**src/rtl/erx_pkg.sv**
```systemverilog
package erx_pkg;
  localparam int unsigned BYTE_W   = 8;
  localparam int unsigned LEN_W    = 16;
  localparam logic [7:0]  PRE_BYTE = 8'h55;
  localparam logic [7:0]  SFD_BYTE = 8'hD5;

  typedef enum logic [2:0] {
    ST_IDLE  = 3'd0,
    ST_PRE   = 3'd1,
    ST_HDR   = 3'd2,
    ST_PAY   = 3'd3,
    ST_DRAIN = 3'd4
  } frm_state_t;
endpackage

```
**src/rtl/erx_lane_unpack.sv**
```systemverilog
module erx_lane_unpack (
  input  logic       clk,
  input  logic       rst,
  input  logic       gig_mode,
  input  logic       rx_valid,
  input  logic       rx_err,
  input  logic [7:0] rx_data,
  output logic       b_stb,
  output logic [7:0] b_data,
  output logic       b_err,
  output logic       b_gap
);
  logic       phase_q;
  logic [3:0] lo_nib_q;

  always_ff @(posedge clk) begin
    if (rst) begin
      b_stb    <= 1'b0;
      b_data   <= '0;
      b_err    <= 1'b0;
      b_gap    <= 1'b0;
      phase_q  <= 1'b0;
      lo_nib_q <= '0;
    end else begin
      b_err <= rx_valid & rx_err;
      b_gap <= ~rx_valid;
      b_stb <= 1'b0;
      if (!rx_valid) begin
        phase_q <= 1'b0;
      end else if (gig_mode) begin
        phase_q <= 1'b0;
        b_stb   <= 1'b1;
        b_data  <= rx_data;
      end else if (!phase_q) begin
        phase_q  <= 1'b1;
        lo_nib_q <= rx_data[3:0];
      end else begin
        phase_q <= 1'b0;
        b_stb   <= 1'b1;
        b_data  <= {rx_data[3:0], lo_nib_q};
      end
    end
  end

  // nibble lanes need two valid cycles per byte
  AST_NIB_SPACING: assert property (@(posedge clk) disable iff (rst)
    (b_stb && !gig_mode) |=> !(b_stb && !gig_mode));
endmodule

```
**src/rtl/erx_frame_parse.sv**
```systemverilog
module erx_frame_parse
  import erx_pkg::*;
#(
  parameter int unsigned HDR_BYTES = 14,
  parameter int unsigned LEN_OFS   = 12
) (
  input  logic       clk,
  input  logic       rst,
  input  logic       in_stb,
  input  logic [7:0] in_byte,
  input  logic       in_err,
  input  logic       in_gap,
  output logic       pk_start,
  output logic       pk_push,
  output logic [7:0] pk_byte,
  output logic       pk_last,
  output logic       pk_flush,
  output logic       frame_err
);
  localparam int unsigned HC_W = $clog2(HDR_BYTES);
  localparam logic [HC_W-1:0] LEN_HI   = HC_W'(LEN_OFS);
  localparam logic [HC_W-1:0] LEN_LO   = HC_W'(LEN_OFS + 1);
  localparam logic [HC_W-1:0] HDR_LAST = HC_W'(HDR_BYTES - 1);

  frm_state_t       st_q, st_d;
  logic [HC_W-1:0]  hcnt_q, hcnt_d;
  logic [LEN_W-1:0] len_q, len_d;
  logic [LEN_W-1:0] pcnt_q, pcnt_d;
  logic             bad_q, bad_d;
  logic             err_d;

  always_comb begin
    st_d     = st_q;
    hcnt_d   = hcnt_q;
    len_d    = len_q;
    pcnt_d   = pcnt_q;
    bad_d    = bad_q;
    err_d    = 1'b0;
    pk_start = 1'b0;
    pk_push  = 1'b0;
    pk_last  = 1'b0;
    pk_flush = 1'b0;
    pk_byte  = in_byte;
    unique case (st_q)
      ST_IDLE: begin
        if (in_stb && in_byte == PRE_BYTE) st_d = ST_PRE;
      end
      ST_PRE: begin
        if (in_gap) begin
          st_d = ST_IDLE;
        end else if (in_stb) begin
          if (in_byte == SFD_BYTE) begin
            st_d   = ST_HDR;
            hcnt_d = '0;
            bad_d  = in_err;
          end else if (in_byte != PRE_BYTE) begin
            st_d = ST_IDLE;
          end
        end
      end
      ST_HDR: begin
        if (in_err) bad_d = 1'b1;
        if (in_gap) begin
          st_d  = ST_IDLE;
          err_d = 1'b1;
        end else if (in_stb) begin
          hcnt_d = hcnt_q + 1'b1;
          if (hcnt_q == LEN_HI) len_d[15:8] = in_byte;
          if (hcnt_q == LEN_LO) len_d[7:0]  = in_byte;
          if (hcnt_q == HDR_LAST) begin
            pcnt_d   = '0;
            pk_start = 1'b1;
            st_d     = (len_d == '0) ? ST_DRAIN : ST_PAY;
          end
        end
      end
      ST_PAY: begin
        if (in_err) bad_d = 1'b1;
        if (in_gap) begin
          pk_flush = 1'b1;
          err_d    = 1'b1;
          st_d     = ST_IDLE;
        end else if (in_stb) begin
          pk_push = 1'b1;
          pcnt_d  = pcnt_q + 1'b1;
          if (pcnt_d == len_q) begin
            pk_last = 1'b1;
            st_d    = ST_DRAIN;
          end
        end
      end
      ST_DRAIN: begin
        if (in_stb || in_err) bad_d = 1'b1;
        if (in_gap) begin
          err_d = bad_q;
          st_d  = ST_IDLE;
        end
      end
      default: st_d = ST_IDLE;
    endcase
  end

  always_ff @(posedge clk) begin
    if (rst) begin
      st_q      <= ST_IDLE;
      hcnt_q    <= '0;
      len_q     <= '0;
      pcnt_q    <= '0;
      bad_q     <= 1'b0;
      frame_err <= 1'b0;
    end else begin
      st_q      <= st_d;
      hcnt_q    <= hcnt_d;
      len_q     <= len_d;
      pcnt_q    <= pcnt_d;
      bad_q     <= bad_d;
      frame_err <= err_d;
    end
  end

  AST_PAY_BELOW_LEN: assert property (@(posedge clk) disable iff (rst)
    (st_q == ST_PAY) |-> (pcnt_q < len_q));
  AST_PUSH_NOT_FLUSH: assert property (@(posedge clk) disable iff (rst)
    !(pk_push && pk_flush));
endmodule

```
**src/rtl/erx_word_pack.sv**
```systemverilog
module erx_word_pack #(
  parameter int unsigned WORD_BYTES = 4
) (
  input  logic                    clk,
  input  logic                    rst,
  input  logic                    pk_start,
  input  logic                    pk_push,
  input  logic [7:0]              pk_byte,
  input  logic                    pk_last,
  input  logic                    pk_flush,
  output logic [WORD_BYTES*8-1:0] o_data,
  output logic                    o_valid,
  output logic                    o_sof,
  output logic                    o_eof
);
  localparam int unsigned DATA_W = WORD_BYTES * 8;
  localparam int unsigned CNT_W  = (WORD_BYTES > 1) ? $clog2(WORD_BYTES) : 1;
  localparam logic [CNT_W-1:0] CNT_TOP = CNT_W'(WORD_BYTES - 1);

  logic [DATA_W-1:0] acc_q, acc_ins;
  logic [CNT_W-1:0]  cnt_q;
  logic              sof_pend_q;

  always_comb begin
    acc_ins = acc_q;
    for (int i = 0; i < int'(WORD_BYTES); i++) begin
      if (i == int'(WORD_BYTES) - 1 - int'(cnt_q)) acc_ins[i*8 +: 8] = pk_byte;
    end
  end

  always_ff @(posedge clk) begin
    if (rst) begin
      acc_q      <= '0;
      cnt_q      <= '0;
      sof_pend_q <= 1'b0;
      o_data     <= '0;
      o_valid    <= 1'b0;
      o_sof      <= 1'b0;
      o_eof      <= 1'b0;
    end else begin
      o_valid <= 1'b0;
      o_sof   <= 1'b0;
      o_eof   <= 1'b0;
      if (pk_start) begin
        acc_q      <= '0;
        cnt_q      <= '0;
        sof_pend_q <= 1'b1;
      end else if (pk_push) begin
        if (cnt_q == CNT_TOP || pk_last) begin
          o_data     <= acc_ins;
          o_valid    <= 1'b1;
          o_sof      <= sof_pend_q;
          o_eof      <= pk_last;
          sof_pend_q <= 1'b0;
          acc_q      <= '0;
          cnt_q      <= '0;
        end else begin
          acc_q <= acc_ins;
          cnt_q <= cnt_q + 1'b1;
        end
      end else if (pk_flush) begin
        o_data     <= acc_q;
        o_valid    <= 1'b1;
        o_sof      <= sof_pend_q;
        o_eof      <= 1'b1;
        sof_pend_q <= 1'b0;
        acc_q      <= '0;
        cnt_q      <= '0;
      end
    end
  end

  AST_SOF_WITH_VALID: assert property (@(posedge clk) disable iff (rst)
    o_sof |-> o_valid);
  AST_EOF_WITH_VALID: assert property (@(posedge clk) disable iff (rst)
    o_eof |-> o_valid);
endmodule

```
**src/rtl/erx_payload_framer.sv**
```systemverilog
module erx_payload_framer #(
  parameter int unsigned HDR_BYTES  = 14,
  parameter int unsigned LEN_OFS    = 12,
  parameter int unsigned WORD_BYTES = 4
) (
  input  logic                    clk,
  input  logic                    rst,
  input  logic                    gig_mode,
  input  logic                    rx_valid,
  input  logic                    rx_err,
  input  logic [7:0]              rx_data,
  output logic [WORD_BYTES*8-1:0] out_data,
  output logic                    out_valid,
  output logic                    out_sof,
  output logic                    out_eof,
  output logic                    frame_err
);
  logic       b_stb, b_err, b_gap;
  logic [7:0] b_data;
  logic       pk_start, pk_push, pk_last, pk_flush;
  logic [7:0] pk_byte;

  erx_lane_unpack u_unpack (
    .clk(clk), .rst(rst), .gig_mode(gig_mode),
    .rx_valid(rx_valid), .rx_err(rx_err), .rx_data(rx_data),
    .b_stb(b_stb), .b_data(b_data), .b_err(b_err), .b_gap(b_gap)
  );

  erx_frame_parse #(.HDR_BYTES(HDR_BYTES), .LEN_OFS(LEN_OFS)) u_parse (
    .clk(clk), .rst(rst),
    .in_stb(b_stb), .in_byte(b_data), .in_err(b_err), .in_gap(b_gap),
    .pk_start(pk_start), .pk_push(pk_push), .pk_byte(pk_byte),
    .pk_last(pk_last), .pk_flush(pk_flush), .frame_err(frame_err)
  );

  erx_word_pack #(.WORD_BYTES(WORD_BYTES)) u_pack (
    .clk(clk), .rst(rst),
    .pk_start(pk_start), .pk_push(pk_push), .pk_byte(pk_byte),
    .pk_last(pk_last), .pk_flush(pk_flush),
    .o_data(out_data), .o_valid(out_valid), .o_sof(out_sof), .o_eof(out_eof)
  );

  // after a last word, the next word must open a frame
  logic want_sof_q;
  always_ff @(posedge clk) begin
    if (rst)                       want_sof_q <= 1'b1;
    else if (out_valid && out_eof) want_sof_q <= 1'b1;
    else if (out_valid)            want_sof_q <= 1'b0;
  end

  AST_SOF_AFTER_EOF: assert property (@(posedge clk) disable iff (rst)
    (out_valid && want_sof_q) |-> out_sof);
  AST_ERR_ONE_CYCLE: assert property (@(posedge clk) disable iff (rst)
    frame_err |=> !frame_err);
endmodule

```
**config.mk**
```make
export PLATFORM = sky130hd
export DESIGN_NAME = erx_payload_framer
export DESIGN_NICKNAME = d
export VERILOG_FILES = /design/src/rtl/erx_pkg.sv /design/src/rtl/erx_lane_unpack.sv /design/src/rtl/erx_frame_parse.sv /design/src/rtl/erx_word_pack.sv /design/src/rtl/erx_payload_framer.sv
export SDC_FILE = /design/constraint.sdc
export NUM_CORES = 1
export LEC_CHECK = 0
export ABC_AREA = 1
export BUFFER_PORTS_ARGS = -buffer_cell sky130_fd_sc_hd__buf_2
export CAP_MARGIN = 20
export CORE_ASPECT_RATIO = 1.1
export CORE_UTILIZATION = 55
export DETAILED_ROUTE_END_ITERATION = 6
export GPL_TIMING_DRIVEN = 0
export PLACE_DENSITY_LB_ADDON = 0.3
export SETUP_SLACK_MARGIN = 0.05
export SYNTH_ARGS = -nofsm -noshare
export SYNTH_HDL_FRONTEND = slang
export SYNTH_SLANG_ARGS = --single-unit
export TNS_END_PERCENT = 5
```
**constraint.sdc**
```tcl
create_clock -name clk -period 2 [get_ports clk]
set_clock_uncertainty 0.15 [all_clocks]
set_input_delay 0.4 -clock clk [delete_from_list [all_inputs] [get_ports clk]]
set_output_delay 0.4 -clock clk [all_outputs]
set_load 0.1 [all_outputs]
```
**After elaboration in Yosys (flattened, before gate mapping)**

Cells that the tools add are included.

- Register bits after elaboration: 127
- ROM bits: 0
- Memories kept: 0
- Logic and storage cells: 173
- Bits in latches: 0
- Output and inout bits: 36
- Input bits: 13
- RAM bits: 0

- Bitwise gates (word level): 6
- Equal/unequal tests: 34
- $add $sub $neg: 4
- Multipliers: 0
- Mux-type cells: 85
- Magnitude comparators: 0
- Divide/modulo/power cells: 0
- Reduce and logical (&&, ||, !) cells: 25
- Shift operators: 0

Operators by type and width:

| operator | number |
|---|---|
| $mux 32 | 6 |
| $mux 8 | 14 |
| $mux 16 | 5 |
| $eq 3x32->1 const A | 2 |
| $mux 3 | 13 |
| $mux 1 | 34 |
| $eq 2x32->1 const A | 1 |
| $logic_not 32->1 | 1 |
| $pmux 16 s2 | 1 |
| $mux 4 | 5 |
| $reduce_and 6->1 | 3 |
| $add 16x1->16 const B | 1 |
| $eq 16x16->1 | 1 |
| $logic_not 16->1 | 1 |
| $pmux 3 s5 | 1 |
| $ne 2x2->1 const B | 7 |
| $ne 2x1->1 const B | 6 |
| $ne 3x2->1 const B | 3 |
| $ne 3x3->1 const B | 3 |
| $reduce_and 3->1 | 3 |
| $eq 4x4->1 const B | 2 |
| $eq 8x7->1 const B | 1 |
| $eq 8x8->1 const B | 1 |
| $ne 8x7->1 const B | 1 |
| 23 further kinds | 38 |

**Longest topological paths before layout**

Gate-level depths: netlist of the first run.

- Word-level depth: 11
- Depth in mapped cells: 18
- Gate-level depth less buffers: 16

**Modules after synthesis**

A second synthesis of the first run with hierarchy kept.

- Cells, all modules: 1161
- Area total of the unflattened synthesis: 7339.5 sq um

Modules (own cells, without submodules):

| module | seq. area each (sq um) | area an instance (sq um) | cells an instance | times used |
|---|---|---|---|---|
| erx_word_pack | 1401.3 | 3641.0 | 593 | 1 |
| erx_frame_parse | 820.8 | 2971.6 | 457 | 1 |
| erx_lane_unpack | 320.3 | 726.9 | 111 | 1 |

**Worst setup path before layout of the first run**

Ideal clock, no wire load.

- Kind: reg2reg
- Start point: reg u_parse.pcnt_q[1]
- End point: reg u_pack.o_data[22]
- Arrival: 1.937 ns
- Library setup time: 0.117 ns
- Setup slack: -0.204 ns
- Period minus slack after synthesis: 2.204 ns
- Buffers on the path: 1
- Cell stages (with the launch flop): 16
- Required time: 1.733 ns
- Path through: dfxtp_1 > ha_1 > nand2_1 > nor2_4 > nand4_1 > nand2_1 > nor2_1 > nor2_1 > nand2_1 > nor2_2 > nand3_4 > nand3_4 > buf_6 > nand4_1 > nand2_1 > nor2_1

- Longest elaborated chain between the ends: 9

Ends and longest elaborated chain:

| item | line | text |
|---|---|---|
| from (decl) | erx_frame_parse.sv:28 | `logic [LEN_W-1:0] pcnt_q, pcnt_d;` |
| from (signal assigned) | erx_frame_parse.sv:115 | `pcnt_q <= pcnt_d;` |
| $add 16x1->16 | erx_frame_parse.sv:85 | `pcnt_d = pcnt_q + 1'b1;` |
| $eq 16x16->1 | erx_frame_parse.sv:86 | `if (pcnt_d == len_q) begin` |
| $mux 1 | erx_frame_parse.sv:86 |  |
| $mux 1 | erx_frame_parse.sv:83 | `end else if (in_stb) begin` |
| $mux 1 | erx_frame_parse.sv:79 | `if (in_gap) begin` |
| $mux 1 | erx_frame_parse.sv:44 | `unique case (st_q)` |
| $logic_or 1x1->1 | erx_word_pack.sv:49 | `if (cnt_q == CNT_TOP \|\| pk_last) begin` |
| $ne 2x1->1 (no line) | - |  |
| $reduce_and 3->1 (no line) | - |  |
| to (signal assigned) | erx_word_pack.sv:50 | `o_data <= acc_ins;` |
| to (signal assigned) | erx_word_pack.sv:62 | `o_data <= acc_q;` |
| to (decl) | erx_word_pack.sv:11 | `output logic [WORD_BYTES*8-1:0] o_data,` |

No other way between the ends.
A chain may end at the register's enable or synchronous reset.

**Worst setup path in the final report of the first run**

- Start point: reg u_parse.pcnt_q[0]
- End point: reg u_pack.o_data[21]

The elaborated chain is that of the path after synthesis.

==> metrics.txt, run 1 <==
# TYPE chip_impl_metric gauge
chip_impl_metric{name="grt_overflow_total",unit=""} 0
chip_impl_metric{name="clock_tree.htree_level_count",unit=""} 4
chip_impl_metric{name="postSynthRegisterBits",unit=""} 127
chip_impl_metric{name="ys_seq_area_share",unit="%"} 35.9
chip_impl_metric{name="chipWidth",unit="microns"} 110
chip_impl_metric{name="worstMarginPinSlew",unit="ns"} 0.702
chip_impl_metric{name="worst_path_largest_cell_delay",unit="ns"} 0.36
chip_impl_info{name="layout.cells.most_common",value="sky130_fd_sc_hd__nand2_1"} 1
chip_impl_metric{name="routed_wl",unit="mm"} 21.1
chip_impl_metric{name="routed_wire_length_per_instance",unit="microns"} 15.2
chip_impl_info{name="setup.worst_path.end_class",value="flop"} 1
chip_impl_info{name="failing_checks",value="negative setup slack"} 1
chip_impl_metric{name="grt_pass1_vias",unit=""} 6863
chip_impl_metric{name="finalInstanceArea",unit="sq um"} 8980
chip_impl_metric{name="finalCritPeriodShare",unit="%"} 130
chip_impl_info{name="timing_worst_setup_path_type",value="flop to flop"} 1
chip_impl_metric{name="ir_drop",unit="uV"} 659
chip_impl_metric{name="least_setup_slack_across_all_paths_after_layout",unit="ns"} -0.607
chip_impl_metric{name="antenna_found_initial",unit=""} 0
chip_impl_info{name="worstHoldPathType",value="primary input to flop"} 1
chip_impl_info{name="grt_setup_unrepaired",value="true"} 1
chip_impl_metric{name="coreArea",unit="sq um"} 12600
chip_impl_metric{name="setup_total_negative_slack",unit="ns"} -34.18
chip_impl_metric{name="worst-r2r-cell-count",unit=""} 16
chip_impl_metric{name="pwr_density_cell",unit="nW/um^2"} 765
chip_impl_metric{name="worst_ep_required_time",unit="ns"} 2.21
chip_impl_metric{name="placed_cell_area",unit="sq um"} 7540
chip_impl_info{name="cts-root-buf",value="sky130_fd_sc_hd__clkbuf_16"} 1
chip_impl_info{name="crit_path_top_delay_cell",value="sky130_fd_sc_hd__dfxtp_4"} 1
chip_impl_info{name="grt-busiest-layer",value="met2"} 1
chip_impl_metric{name="detailedRoute.firstPassIterationCount",unit=""} 5
chip_impl_metric{name="final_max_slew_viol_count",unit=""} 0
chip_impl_metric{name="num_vias",unit=""} 7822
chip_impl_metric{name="postSynthCellCount",unit=""} 1117
chip_impl_metric{name="grt.met3_usage",unit="%"} 8.11
chip_impl_metric{name="syn_avg_cell_area",unit="sq um"} 6.34
chip_impl_metric{name="critical_path_peak_fanout",unit=""} 8
chip_impl_metric{name="fmax",unit="GHz"} 0.384
chip_impl_info{name="crit_path_cell_trace",value="ha_4, nand2_4, nor2_4, nand4_1, nand2_1, nand2_1, nand2_1, nand2_1, nor2_2, nand2_2, nor2_4, o21ai_2, nand2_4, buf_6, nor2_2, nor2_1"} 1
chip_impl_info{name="timing.hold.worst_endpoint",value="u_unpack.b_gap"} 1
chip_impl_metric{name="floorplan.rows",unit=""} 43
chip_impl_info{name="hp-start",value="rx_valid"} 1
chip_impl_metric{name="routabilityCongestion",unit=""} 0.904
chip_impl_metric{name="final_net_count",unit=""} 1241
chip_impl_metric{name="final_period_minus_worst_setup_slack",unit="ns"} 2.61
chip_impl_metric{name="worst-endpoint-arrival",unit="ns"} 2.82
chip_impl_metric{name="global_route.usage.total",unit="%"} 32.0
chip_impl_metric{name="clkLatencyLatePin",unit="ns"} 0.43
chip_impl_metric{name="die_h",unit="microns"} 121
chip_impl_metric{name="cts-buffers-inserted",unit=""} 17
chip_impl_metric{name="grt_first_pass_wirelength",unit="mm"} 32.7
chip_impl_metric{name="detail_route.drc_violations",unit=""} 0
chip_impl_metric{name="synth_cell_type_count",unit=""} 34
chip_impl_metric{name="static-leakage-power",unit="nW"} 3.45
chip_impl_metric{name="cts.sink_count",unit=""} 127
chip_impl_metric{name="clk_transition_reported_paths",unit="ns"} 0.06
chip_impl_metric{name="r2r_setup_slack",unit="ns"} -0.61
chip_impl_metric{name="slew_headroom",unit="%"} 53.2
chip_impl_metric{name="design.portCount",unit=""} 49
chip_impl_info{name="regToRegEndpoint",value="u_pack.o_data[21]"} 1
chip_impl_metric{name="whs_path_depth",unit=""} 2
chip_impl_info{name="clock_tree_from_tritoncts",value="done"} 1
chip_impl_metric{name="buffer_ports.inserted",unit=""} 46
chip_impl_metric{name="synth.net_count",unit=""} 1138
chip_impl_metric{name="initial_utilization",unit="%"} 56.3
chip_impl_metric{name="final-setup-viol-count",unit=""} 74
chip_impl_metric{name="ant_nets",unit=""} 0
chip_impl_info{name="worst_path_most_repeated_cell",value="sky130_fd_sc_hd__nand2_1"} 1
chip_impl_metric{name="dieArea",unit="sq um"} 13300
chip_impl_metric{name="areaGrowthSynthToFinish",unit="%"} 26.8
chip_impl_metric{name="synthesis.area",unit="sq um"} 7080
chip_impl_metric{name="detail_route.iter0.violations",unit=""} 781
chip_impl_metric{name="dpl_worst_slack",unit="ns"} -0.906
chip_impl_metric{name="cts.path.max_buffers",unit=""} 2
chip_impl_metric{name="antenna_cells_inserted",unit=""} 0
chip_impl_metric{name="power.total",unit="mW"} 6.87
chip_impl_metric{name="grtUsageMet1",unit="%"} 39.9
chip_impl_metric{name="report.final.hold_viol_count",unit=""} 0
chip_impl_metric{name="grt_start_max_net_pins",unit=""} 17
chip_impl_info{name="layout.cells.most_common_list",value="250 x sky130_fd_sc_hd__nand2_1, 131 x sky130_fd_sc_hd__inv_1, 110 x sky130_fd_sc_hd__o21ai_0"} 1
chip_impl_info{name="crit_path_start_kind",value="flop"} 1
chip_impl_info{name="worstReg2RegStart",value="u_parse.pcnt_q[0]"} 1
chip_impl_metric{name="grtUsageMet2",unit="%"} 51.2
chip_impl_info{name="status",value="finished, violations left"} 1
chip_impl_metric{name="yosysWarningCount",unit=""} 0
chip_impl_metric{name="hold_ws",unit="ns"} 0.0241
chip_impl_metric{name="share_of_cells_above_drive_strength_1",unit="%"} 20.9
chip_impl_metric{name="dp_hpwl",unit="mm"} 13.4
chip_impl_metric{name="drv_cap",unit=""} 0
chip_impl_metric{name="detail_route.vias_per_cell",unit=""} 5.63
## layout make-up
class / instances / area, sq um
plain buffers: 62 / 413
clock buffers: 23 / 499
clock inverters: 8 / 128
fillers: 1081 / 3610
inverters: 139 / 524
multi-input cells: 788 / 4040
flip-flops and latches: 127 / 2580
well taps: 157 / 196
repair buffers: 85 / 601
## Yosys cell counts (all sizes together)
master	number	area (sq um)
a21o	1	7.51
o21ai	117	586
nand4	80	500
nor4	3	18.8
a211oi	3	22.5
nand3b	2	15.0
a21oi	87	439
a31oi	1	6.26
inv	137	514
nand2	269	1010
nor2	145	589
xnor2	2	17.5
nor3b	1	7.51
clkinv	2	7.51
dfxtp	127	2540
buf	24	150
o22ai	1	6.26
o21bai	1	11.3
ha	8	100
nor3	6	40.0
clkbuf	39	146
nand3	60	335
o31ai	1	7.51
## metrics by stage
step,instances,utilization (%)
floorplan,1117,-
global placement,1320,59.9
detailed placement,1320,59.9
CTS,1379,68.7
global route,1389,71.3
finish,1389,71.3
## routing by layer
metal	vias up	part of all wire [%]	wire (microns)
met2	295	48	10100
met4	0	3.5	741
met5	-	0	0
li1	3871	-	-
met3	51	7.1	1500
met1	3605	41	8720
## sequential cells by signal, indices dropped and copies added, names as in the netlist
name	cells
u_pack.cnt_q	2
u_unpack.b_data	8
u_pack.o_eof	1
u_pack.acc_q	32
u_parse.hcnt_q	4
u_pack.o_sof	1
u_parse.bad_q	1
u_pack.o_valid	1
u_unpack.b_stb	1
u_unpack.lo_nib_q	4
u_parse.frame_err	1
u_unpack.phase_q	1
u_parse.pcnt_q	16
u_unpack.b_gap	1
u_pack.sof_pend_q	1
u_unpack.b_err	1
u_parse.st_q	3
u_pack.o_data	32
u_parse.len_q	16
## cells by family (layout without fill, tap and decap cells)
family / after synthesis / after routing / synth area share (%)
AND/OR/NAND/NOR: 566 / 566 / 35.6
AO/OA/AOI/OAI: 212 / 212 / 15.3
buffers and inverters: 202 / 317 / 11.6
flip-flops: 127 / 127 / 35.9
adder cells (fa/ha/maj): 8 / 8 / 1.41
XOR/XNOR: 2 / 2 / 0.247
## where the power goes
group | internal (mW) | switching [mW] | total, mW
registers | 2.63 | 0.109 | 2.73
clock network | 2.13 | 1.15 | 3.27
logic | 0.249 | 0.610 | 0.859
total | 5.00 | 1.87 | 6.87
## repair_timing
| item | CTS | global route |
|---|---|---|
| buffers inserted | 25 | 7 |
| gates cloned | 4 | 3 |
| hold endpoints to repair | 0 | 0 |
| pin swaps | 16 | 22 |
| hold buffers | 0 | 0 |
| setup endpoints to repair | 110 | 109 |
| resized for setup | 86 | 83 |
## worst max path at each step
stage | startpoint | endpoint | depth (start not counted)
2_1_floorplan | u_parse.hcnt_q[1] | u_pack.acc_q[10] | 10
3_3_place_gp | u_parse.hcnt_q[0] | u_pack.acc_q[19] | 9
3_5_place_dp | u_parse.hcnt_q[1] | u_pack.acc_q[24] | 10
4_1_cts | u_parse.pcnt_q[1] | u_pack.o_data[3] | 15
5_1_grt | u_parse.pcnt_q[9] | u_pack.o_data[4] | 15
6_report | u_parse.pcnt_q[0] | u_pack.o_data[21] | 16
## critical path, delay by kind of cell (launching register included)
family / cells / cell delay [ns]
AND/OR/NAND/NOR: 13 / 1.58
flip-flops: 1 / 0.36
buffers and inverters: 1 / 0.18
adder cells (fa/ha/maj): 1 / 0.16
AO/OA/AOI/OAI: 1 / 0.09
Power figures use the tool's default switching activity.
==> run 2: changes to the inputs <==
--- a/config.mk
+++ b/config.mk
@@ -6,10 +6,12 @@
 export NUM_CORES = 1
 export LEC_CHECK = 0
 export ABC_AREA = 1
+export ABC_CLOCK_PERIOD_IN_PS = 2000
 export BUFFER_PORTS_ARGS = -buffer_cell sky130_fd_sc_hd__buf_2
 export CAP_MARGIN = 20
 export CORE_ASPECT_RATIO = 1.1
 export CORE_UTILIZATION = 55
+export CTS_BUF_LIST = sky130_fd_sc_hd__clkbuf_2
 export DETAILED_ROUTE_END_ITERATION = 6
 export GPL_TIMING_DRIVEN = 0
 export PLACE_DENSITY_LB_ADDON = 0.3
==> run 2 against run 1 <==
Net effect:
- the run still ends with negative setup slack left
- wire length fell by 1.7%
- critical path depth fell by 1
- core utilization fell by 1.0 points
- global-route usage barely moved
- combinational power rose by 5.0%
==> metrics.txt, run 2 (synthesis gave the netlist of run 1 again) <==
# TYPE chip_impl_metric gauge
chip_impl_info{name="crit_path_start_kind",value="flop"} 1
chip_impl_metric{name="num_vias",unit=""} 7730
chip_impl_info{name="clock_tree_from_tritoncts",value="done"} 1
chip_impl_metric{name="worst_ep_required_time",unit="ns"} 2.49
chip_impl_metric{name="dp_cells",unit=""} 1320
chip_impl_info{name="crit_path_top_delay_cell",value="sky130_fd_sc_hd__dfxtp_4"} 1
chip_impl_metric{name="ant_nets",unit=""} 0
chip_impl_metric{name="cts-buffers-inserted",unit=""} 17
chip_impl_metric{name="routabilityCongestion",unit=""} 0.904
chip_impl_info{name="worst_path_dominant_cell_family",value="buffers and inverters"} 1
chip_impl_metric{name="dp_hpwl",unit="mm"} 13.4
chip_impl_metric{name="placed_cell_area",unit="sq um"} 7540
chip_impl_info{name="layout.cells.most_common",value="sky130_fd_sc_hd__nand2_1"} 1
chip_impl_info{name="failing_checks",value="negative setup slack"} 1
chip_impl_metric{name="detail_route.drc_violations",unit=""} 0
chip_impl_metric{name="dieArea",unit="sq um"} 13300
chip_impl_metric{name="fmax",unit="GHz"} 0.391
chip_impl_metric{name="worstMarginPinSlew",unit="ns"} 0.737
chip_impl_metric{name="finalCritPeriodShare",unit="%"} 128
chip_impl_metric{name="ir_drop",unit="uV"} 470
chip_impl_info{name="status",value="finished, violations left"} 1
chip_impl_metric{name="slew_headroom",unit="%"} 50.8
chip_impl_info{name="largest_registers",value="u_pack.acc_q: 32 flops, u_pack.o_data: 32 flops"} 1
chip_impl_metric{name="grt_pass1_vias",unit=""} 7004
chip_impl_metric{name="antenna_cells_inserted",unit=""} 0
chip_impl_metric{name="antenna_found_initial",unit=""} 0
chip_impl_metric{name="pwr_density_cell",unit="nW/um^2"} 614
chip_impl_metric{name="final-setup-viol-count",unit=""} 77
chip_impl_metric{name="die_h",unit="microns"} 121
chip_impl_info{name="setup.worst_path.end_class",value="flop"} 1
chip_impl_metric{name="clkLatencyLatePin",unit="ns"} 0.76
chip_impl_metric{name="detailedRoute.firstPassIterationCount",unit=""} 7
chip_impl_metric{name="grt_overflow_total",unit=""} 0
chip_impl_info{name="crit_path_cell_trace",value="ha_4, nand2_4, nor2_4, nand4_1, buf_4, buf_4, buf_4, buf_4, buf_4, buf_4, buf_4, buf_4, buf_4, nand3_1, a21oi_1"} 1
chip_impl_metric{name="clk_transition_reported_paths",unit="ns"} 0.20
chip_impl_metric{name="detail_route.vias_per_cell",unit=""} 5.55
chip_impl_metric{name="static-leakage-power",unit="nW"} 3.28
chip_impl_metric{name="grt_start_max_net_pins",unit=""} 17
chip_impl_metric{name="global_route.usage.total",unit="%"} 32.1
chip_impl_metric{name="chipWidth",unit="microns"} 110
chip_impl_metric{name="buffer_ports.inserted",unit=""} 46
chip_impl_metric{name="floorplan.rows",unit=""} 43
chip_impl_info{name="worstHoldPathType",value="primary input to flop"} 1
chip_impl_metric{name="report.final.hold_viol_count",unit=""} 0
chip_impl_metric{name="final_period_minus_worst_setup_slack",unit="ns"} 2.56
chip_impl_metric{name="worst-endpoint-arrival",unit="ns"} 3.05
chip_impl_metric{name="coreArea",unit="sq um"} 12600
chip_impl_metric{name="areaGrowthSynthToFinish",unit="%"} 25.0
chip_impl_info{name="timing_worst_setup_path_type",value="flop to flop"} 1
chip_impl_metric{name="clock_tree.htree_level_count",unit=""} 4
chip_impl_metric{name="final_max_slew_viol_count",unit=""} 0
chip_impl_metric{name="number_of_cells_in_the_finished_layout_apart_from_fillers",unit=""} 1393
chip_impl_metric{name="share_of_cells_above_drive_strength_1",unit="%"} 16.5
chip_impl_info{name="grt_setup_unrepaired",value="true"} 1
chip_impl_metric{name="routed_wire_length_per_instance",unit="microns"} 14.9
chip_impl_metric{name="worst_path_largest_cell_delay",unit="ns"} 0.40
chip_impl_metric{name="drv_cap",unit=""} 0
chip_impl_metric{name="power.total",unit="mW"} 5.44
chip_impl_info{name="worst_path_most_repeated_cell",value="sky130_fd_sc_hd__buf_4"} 1
chip_impl_metric{name="routed_wl",unit="mm"} 20.7
chip_impl_metric{name="dpl_worst_slack",unit="ns"} -0.906
chip_impl_metric{name="final_net_count",unit=""} 1245
chip_impl_info{name="cts-root-buf",value="sky130_fd_sc_hd__clkbuf_2"} 1
chip_impl_metric{name="critical_path_peak_fanout",unit=""} 8
chip_impl_metric{name="grt_first_pass_wirelength",unit="mm"} 32.8
chip_impl_info{name="layout.cells.most_common_list",value="258 x sky130_fd_sc_hd__nand2_1, 131 x sky130_fd_sc_hd__inv_1, 123 x sky130_fd_sc_hd__nor2_1"} 1
chip_impl_metric{name="design.portCount",unit=""} 49
chip_impl_metric{name="cts.sink_count",unit=""} 127
chip_impl_metric{name="detail_route.iter0.violations",unit=""} 767
chip_impl_metric{name="cts.path.max_buffers",unit=""} 2
chip_impl_metric{name="finalInstanceArea",unit="sq um"} 8850
chip_impl_metric{name="worstPathBufferInverterCount",unit=""} 9
chip_impl_metric{name="initial_utilization",unit="%"} 56.3
chip_impl_metric{name="least_setup_slack_across_all_paths_after_layout",unit="ns"} -0.557
run 2: final cells by class:
type / count / area [sq um]
multi-input cells: 788 / 3920
well taps: 157 / 196
clock buffers: 19 / 95.1
inverters: 139 / 524
plain buffers: 63 / 417
repair buffers: 88 / 965
clock inverters: 12 / 169
flip-flops and latches: 127 / 2570
fillers: 1115 / 3740
run 2: report_power, final:
| group | total, mW | switching [mW] | internal (mW) |
|---|---|---|---|
| clock | 1.80 | 0.985 | 0.815 |
| combinational | 0.902 | 0.605 | 0.297 |
| sequential | 2.73 | 0.107 | 2.63 |
run 2: repair_timing:
action / 4_1_cts / 5_1_grt
gates cloned: 3 / 0
setup endpoints to repair: 146 / 142
hold endpoints to repair: 15 / 0
buffers inserted: 23 / 0
hold buffers: 16 / 0
pin swaps: 10 / 9
gates resized for setup: 155 / 66
run 2: path summary, 6_finish.rpt:
kind / start / to / slack [ns] / cells after the start
worst min-delay path: rst / u_parse.pcnt_q[15] / 0.03 / 2
worst min register to register: u_unpack.lo_nib_q[0] / u_unpack.lo_nib_q[0] / 0.32 / 2
worst max-delay path: u_parse.pcnt_q[1] / u_parse.pcnt_q[10] / -0.56 / 15
worst max register to register: u_parse.pcnt_q[1] / u_parse.pcnt_q[10] / -0.56 / 15
run 2: worst reg2reg max path, delay by kind of cell, from the launching register on:
kind	cells	cell delay (ns)
simple gates	4	0.53
compound gates	1	0.06
fa+ha+maj	1	0.16
buf+inv	9	1.18
flops	1	0.40
run 2: through the flow:
stage / hold WS (ns) / util [%] / setup TNS, ns
5_1_grt: 0.0265 / 70.3 / -40.90
3_5_place_dp: 0.297 / 59.9 / -64.10
6_report: 0.0341 / 70.3 / -31.03
4_1_cts: 0.0146 / 68.9 / -30.83
3_3_place_gp: 0.292 / 59.9 / -62.56
2_1_floorplan: 0.272 / - / -7.97
run 2: per-layer routing:
metal / GRT usage, % / routed length, microns
met1: 39.8 / 8660
met2: 52.5 / 9930
met3: 5.75 / 1370
met4: 16.8 / 780
met5: 0 / 0
